**src/rtl/dcbal_frame_ser.sv**
```systemverilog
module dcbal_frame_ser #(
  parameter int WORD_W = 24
) (
  input  logic              clk,
  input  logic              rst_n,
  input  logic              par_clk,
  input  logic [WORD_W-1:0] par_data,
  input  logic              edge_rise,
  input  logic              pd_n,
  input  logic              out_en,
  input  logic              pll_locked,
  output logic              ser_out,
  output logic              ser_oe
);
  localparam int FRAME_W = WORD_W + 4;
  localparam int HALF    = WORD_W / 2;
  localparam int CNT_W   = $clog2(FRAME_W);
  localparam int RD_W    = $clog2(WORD_W + 1) + 2;
  localparam logic [CNT_W-1:0] LAST = CNT_W'(FRAME_W - 1);

  logic                    pclk_q;
  logic [WORD_W-1:0]       word_q;
  logic [CNT_W-1:0]        cnt;
  logic                    live;
  logic signed [RD_W-1:0]  rd;
  logic [FRAME_W-1:0]      frm;

  function automatic logic signed [RD_W-1:0] disp_of(input logic [WORD_W-1:0] w);
    int n;
    n = 0;
    for (int i = 0; i < WORD_W; i++) n += int'(w[i]);
    return RD_W'(2 * n - WORD_W);
  endfunction

  wire run = pd_n & pll_locked;
  wire cap = edge_rise ? (par_clk & ~pclk_q) : (~par_clk & pclk_q);

  logic signed [RD_W-1:0] wdisp;
  logic                   flip;
  logic [WORD_W-1:0]      sent;
  logic                   dca;
  logic [FRAME_W-1:0]     nf;

  assign wdisp = disp_of(word_q);
  assign flip  = (rd > 0 && wdisp > 0) || (rd < 0 && wdisp < 0);
  assign sent  = word_q ^ {WORD_W{flip}};
  assign dca   = ^{sent, flip};

  assign nf[FRAME_W-1] = 1'b1;
  assign nf[HALF+2]    = dca;
  assign nf[HALF+1]    = flip;
  assign nf[0]         = 1'b0;
  for (genvar i = 0; i < HALF; i++) begin : g_pack
    assign nf[FRAME_W-2-i]      = sent[i];
    assign nf[FRAME_W-4-HALF-i] = sent[HALF+i];
  end

  always_ff @(posedge clk or negedge rst_n) begin
    if (!rst_n) begin
      pclk_q <= 1'b0;
      word_q <= '0;
    end else begin
      pclk_q <= par_clk;
      if (cap) word_q <= par_data;
    end
  end

  always_ff @(posedge clk or negedge rst_n) begin
    if (!rst_n) begin
      cnt  <= LAST;
      live <= 1'b0;
      rd   <= '0;
      frm  <= '0;
    end else if (!run) begin
      cnt  <= LAST;
      live <= 1'b0;
      rd   <= '0;
    end else if (cnt == LAST) begin
      cnt  <= '0;
      live <= 1'b1;
      frm  <= nf;
      rd   <= rd + (flip ? -wdisp : wdisp);
    end else begin
      cnt <= cnt + 1'b1;
    end
  end

  assign ser_oe  = run & out_en & live;
  assign ser_out = ser_oe & frm[LAST - cnt];

  p_cnt_range_r1: assert property (@(posedge clk) disable iff (!rst_n)
    cnt <= LAST);
  p_frame_hold_r1: assert property (@(posedge clk) disable iff (!rst_n)
    (run && live && cnt != LAST) |=> $stable(frm));
  p_marks_r2: assert property (@(posedge clk) disable iff (!rst_n)
    live |-> (frm[FRAME_W-1] && !frm[0]));
  p_rd_bound_r4: assert property (@(posedge clk) disable iff (!rst_n)
    (rd <= RD_W'(WORD_W)) && (rd >= -RD_W'(WORD_W)));
  p_even_parity_r5: assert property (@(posedge clk) disable iff (!rst_n)
    live |-> (^frm[FRAME_W-2:1] == 1'b0));
  p_pd_quiet_r7: assert property (@(posedge clk) disable iff (!rst_n)
    !pd_n |=> !ser_oe);
  p_lock_quiet_r9: assert property (@(posedge clk) disable iff (!rst_n)
    !pll_locked |=> (!ser_oe && !ser_out));
endmodule

```
**config.mk**
```make
export PLATFORM = sky130hd
export DESIGN_NAME = dcbal_frame_ser
export DESIGN_NICKNAME = d
export VERILOG_FILES = /design/src/rtl/dcbal_frame_ser.sv
export SDC_FILE = /design/constraint.sdc
export NUM_CORES = 1
export LEC_CHECK = 0
export CAP_MARGIN = 10
export CORE_ASPECT_RATIO = 0.75
export CORE_MARGIN = 8
export CORE_UTILIZATION = 59
export CTS_CLUSTER_DIAMETER = 100
export CTS_CLUSTER_SIZE = 8
export DETAILED_ROUTE_END_ITERATION = 12
export PLACE_DENSITY = 0.81
export SYNTH_ARGS = -nofsm -noshare
export SYNTH_HDL_FRONTEND = slang
export SYNTH_SLANG_ARGS = --single-unit
```
**constraint.sdc**
```tcl
create_clock -name clk -period 7.1 [get_ports clk]
set_input_delay 2.13 -clock clk [delete_from_list [all_inputs] [get_ports clk]]
set_output_delay 2.13 -clock clk [all_outputs]
set_load 0.01 [all_outputs]
```
== Word-level counts from Yosys, hierarchy flattened ==
Index checks and enable logic that the tools add are counted.
Storage, ports and cells
  register bits: 65
Cells by class
  add/sub/neg operators: 28
  order comparisons: 5
  equality and inequality tests: 2
  mux-type cells: 10
  bitwise operators: 9
  reduce and logical (&&, ||, !) cells: 5
Operator list (number)
  $add A6 B1 Y6: 18
  $reduce_xor A25 Y1: 1
  $xor A24 B24 Y24: 1
  $mux W7: 3
  $gt A7 B1 Y1 const B: 2
  $lt A7 B1 Y1 const B: 2
  $mux W5: 2
  $add A7 B7 Y7: 1
  $neg A7 Y7: 1
  $sub A7 B5 Y7 const B: 1
  $add A5 B1 Y6: 1
  $and A1 B1 Y1: 6
  $lt A5 B6 Y1 const B: 1
  $add A4 B1 Y5: 1
  $add A5 B1 Y5 const B: 1
  $bmux W1 S5: 1
  $eq A5 B5 Y1 const B: 1
  $sub A5 B5 Y5 const A: 1
  $add A3 B1 Y4: 1
  $mux W1: 4
  $add A2 B1 Y3: 1
  $add A1 B1 Y2: 1
  $logic_and A1 B1 Y1: 2
  $ne A2 B1 Y1 const B: 1
  other kinds (3): 4

== Depth between registers and ports, before layout ==
  word-level depth: 31
  mapped depth: 25

== Worst setup path before layout ==
OpenSTA, ideal clock, no wires.
  path type: register to register
  from: register word_q[1]
  to: register rd[6]
  data arrival time: 6.063 ns
  data required time: 6.973 ns
  path slack: 0.910 ns
  cell stages (with the launch flop): 23
  clock period less this slack: 6.190 ns
  cell sequence: dfrtp_1 -> inv_1 -> fa_1 -> fa_1 -> fa_1 -> fa_1 -> fa_1 -> inv_1 -> ha_1 -> fa_1 -> inv_1 -> ha_1 -> or3_1 -> o211a_4 -> buf_12 -> mux2_4 -> ha_1 -> a21o_1 -> a21oi_1 -> o21bai_1 -> a21oi_1 -> xnor2_1 -> a21oi_1
Between the ends
  longest elaborated chain between the ends: 31
RTL lines
  start, declared: line 22  | logic [WORD_W-1:0] word_q;
  start signal, assigned: line 64  | if (cap) word_q <= par_data;
  $add A1 B1 Y2 (*): line 31  | for (int i = 0; i < WORD_W; i++) n += int'(w[i]);
  $add A2 B1 Y3 (*): line 31
  $add A3 B1 Y4 (*): line 31
  $add A4 B1 Y5 (*): line 31
  $add A5 B1 Y6 (*): line 31
  $add A6 B1 Y6 (*) (18 in series): line 31
  $sub A7 B5 Y7 (*): line 32  | return RD_W'(2 * n - WORD_W);
  $gt A7 B1 Y1 / $lt A7 B1 Y1 (equally long branches): line 45  | assign flip = (rd > 0 && wdisp > 0) || (rd < 0 && wdisp < 0);
  $logic_and A1 B1 Y1: line 45
  $logic_or A1 B1 Y1: line 45
  $mux W7 (*): line 82  | rd <= rd + (flip ? -wdisp : wdisp);
  $add A7 B7 Y7 (*): line 82
  $mux W7 (*): line 78  | end else if (cnt == LAST) begin
  $mux W7 (*): line 74  | end else if (!run) begin
  end signal, assigned: line 82
  end, declared: line 25  | logic signed [RD_W-1:0] rd;
Mark *: on every way between the ends. The rest lies on a longest branch, timed or not. The select of a mux whose other input is x is not followed.
A chain may end at the register's enable or synchronous reset.

== Final worst setup path ==
Same ends and word-level chain as after synthesis.

==> metrics.txt <==
outcome=complete, no violations; Synth cell types=45; final core occ=0.6816; Avg Vias per Cell=5.315; Final Setup Violations=0; WS Path Type=reg2reg; Peak Freq=0.1513 GHz; slowest cell delay on critical path=0.54 ns; core area=6766 um2; crit end category=flip-flop; synthesized net count=465; Setup Skew=0.009355 ns; Slew HR=0.4693; root buffer selected by CTS=clkbuf_8; P&R area growth vs syn=12.17%; final hold vios=0; Initial DRC Count=165; GRT Util Overall=0.1790; commonest non-fill, non-tap cell in the layout=dfrtp_1; global-route wire length before repair=13690 um; mapped cell area=4111 um2; number of synthesized flops with an enable pin=0; Synth Flop Type=dfrtp_1; Final Max Slew Viols=0; Startpoint Class=flip-flop; CTS tree=done; die height=88.30 um; RSZ-0062 raised after global routing=no; final worst path period need=6.610 ns; CTS Buffer Depth=2; post-synthesis sequential area ratio=0.3907; clock-pin slew on the worst setup and hold paths=0.07 ns; final setup TNS=0 ns; Min-Delay Path Class=reg2reg; MaxCap Viol Count=0; Initial Utilization=0.6076; most frequent cells in the layout=dfrtp_1, nand2_1, xnor2_1, inv_1, o21ai_0; DRT Wirelength=8030 um; CP arrival=6.82 ns; IO buf count=32; fin crit share=0.9309; Crit Path Max Fanout=29; Inserted Clock Buffers=9; via count=2748; clock latency at the later pin of the worst-skew pair=0.35 ns; post_cts resized=0; Post-Syn Instances=400; IO Pins=33; Final #Nets=493; Die Width=112.4 um; Slew @ Worst Pin=0.7960 ns; vias in the first global route=2823; DRC violations left=0; Slowest-stage cell, CP=fa_1; Synth Warn #=0; crit-path cells=inv_1 > fa_1 > fa_1 > fa_1 > fa_1 > fa_1 > inv_1 > ha_1 > fa_1 > inv_1 > ha_1 > or3_1 > o211a_4 > mux2_4 > ha_1 > a21o_1 > a21oi_1 > o21bai_1 > a21oi_1 > xnor2_1 > a21oi_1; Detail Route Antenna Nets=0; Syn Area/Cell=10.28 um2; First-pass DRT Iterations=4; WL/cell=15.53 um; Clock H-tree levels=3; largest net degree at the start of global routing=65; initial antenna violation count=0; die area=9923 um2; clk sink count=64; GP Congestion=0.8412; Cell Rows=26; Async S/R FF share, synth=1.000; Post-CTS Hold Fix Bufs=0; Crit path top cell by count=fa_1; flops & latches, synth=64; DP Wirelength=6035 um; layout cell share with drive strength beyond 1=0.09700; Post-CTS Setup Bufs=0; GR Overflow Total=0; hold_ws=0.4756 ns; # diodes=0; critical path required time=7.31 ns
## layer usage
layer	wire length (um)	global-route usage	share of wire
met1	3954	0.2443	0.49
met5	0	0	0
met2	3450	0.2654	0.43
met3	491	0.05249	0.061
met4	135	0.06829	0.017
## registers in the layout (all words and copies together) (netlist names)
register and cells:
rd 6, live 1, word_q 24, cnt 5
frm 27, pclk_q 1
## cell type report
type | instances | area (um2)
multi-input cells | 271 | 2210
fillers | 533 | 2155
flip-flops and latches | 64 | 1607
repair buffers | 35 | 337.8
inverters | 47 | 176.4
clock buffers | 13 | 158.9
well taps | 84 | 105.1
clock inverters | 3 | 17.52
## synth_stat cells, types with 3 or more instances
| cell | n | share of area |
|---|---|---|
| a21oi_1 | 5 | 0.0061 |
| inv_1 | 46 | 0.042 |
| o21ai_1 | 23 | 0.028 |
| nor2_1 | 12 | 0.011 |
| mux2_2 | 4 | 0.011 |
| buf_12 | 3 | 0.015 |
| nand2_1 | 53 | 0.048 |
| fa_1 | 18 | 0.088 |
| mux4_2 | 7 | 0.038 |
| dfstp_2 | 4 | 0.026 |
| clkbuf_1 | 12 | 0.011 |
| mux2i_1 | 7 | 0.017 |
| ha_1 | 16 | 0.049 |
| o21ai_0 | 32 | 0.039 |
| xor2_1 | 11 | 0.023 |
| dfrtp_1 | 60 | 0.37 |
| a21o_1 | 4 | 0.0073 |
| xnor2_1 | 47 | 0.10 |
## critical path, delay by kind of cell (launching register included)
kind | cells | cell delay [ns]
fa+ha+maj | 9 | 3.70
compound gates | 6 | 1.17
simple gates | 1 | 0.43
flops | 1 | 0.40
mux | 1 | 0.37
buf+inv | 3 | 0.24
xor+xnor | 1 | 0.15
## metrics by stage
stage | setup slack, ns | cell area (um2) | instances
after CTS | 0.5048 | 4612 | 517
after detailed placement | 0.5234 | 4436 | 501
after global routing | 0.2192 | 4612 | 517
after global placement | 0.6849 | 4436 | 501
final | 0.4903 | 4612 | 517
after floorplan | 0.9099 | 4111 | 400
## path summary, 6_finish.rpt
check / from / endpoint / slack [ns] / cells after the start
max: word_q[1] / rd[6] / 0.49 / 21
min: frm[27] / frm[27] / 0.48 / 1
max reg2reg: word_q[1] / rd[6] / 0.49 / 21
min reg2reg: frm[27] / frm[27] / 0.48 / 1
max in group asynchronous: rst_n / word_q[22] / 4.62 / 2
min in group asynchronous: rst_n / frm[1] / 1.94 / 2
## cells by family (layout without fill, tap and decap cells)
kind of cell | Yosys count | after routing | share of synthesized area
adder cells (fa/ha/maj) | 34 | 34 | 0.1363
AO/OA/AOI/OAI | 76 | 76 | 0.1080
buffers and inverters | 65 | 98 | 0.07273
multiplexers | 19 | 19 | 0.06999
flip-flops | 64 | 64 | 0.3907
XOR/XNOR | 60 | 60 | 0.1345
AND/OR/NAND/NOR | 82 | 82 | 0.08764
Power is not shown: default switching activity piles up to over one toggle a cycle in this logic, so the estimate is an artifact.
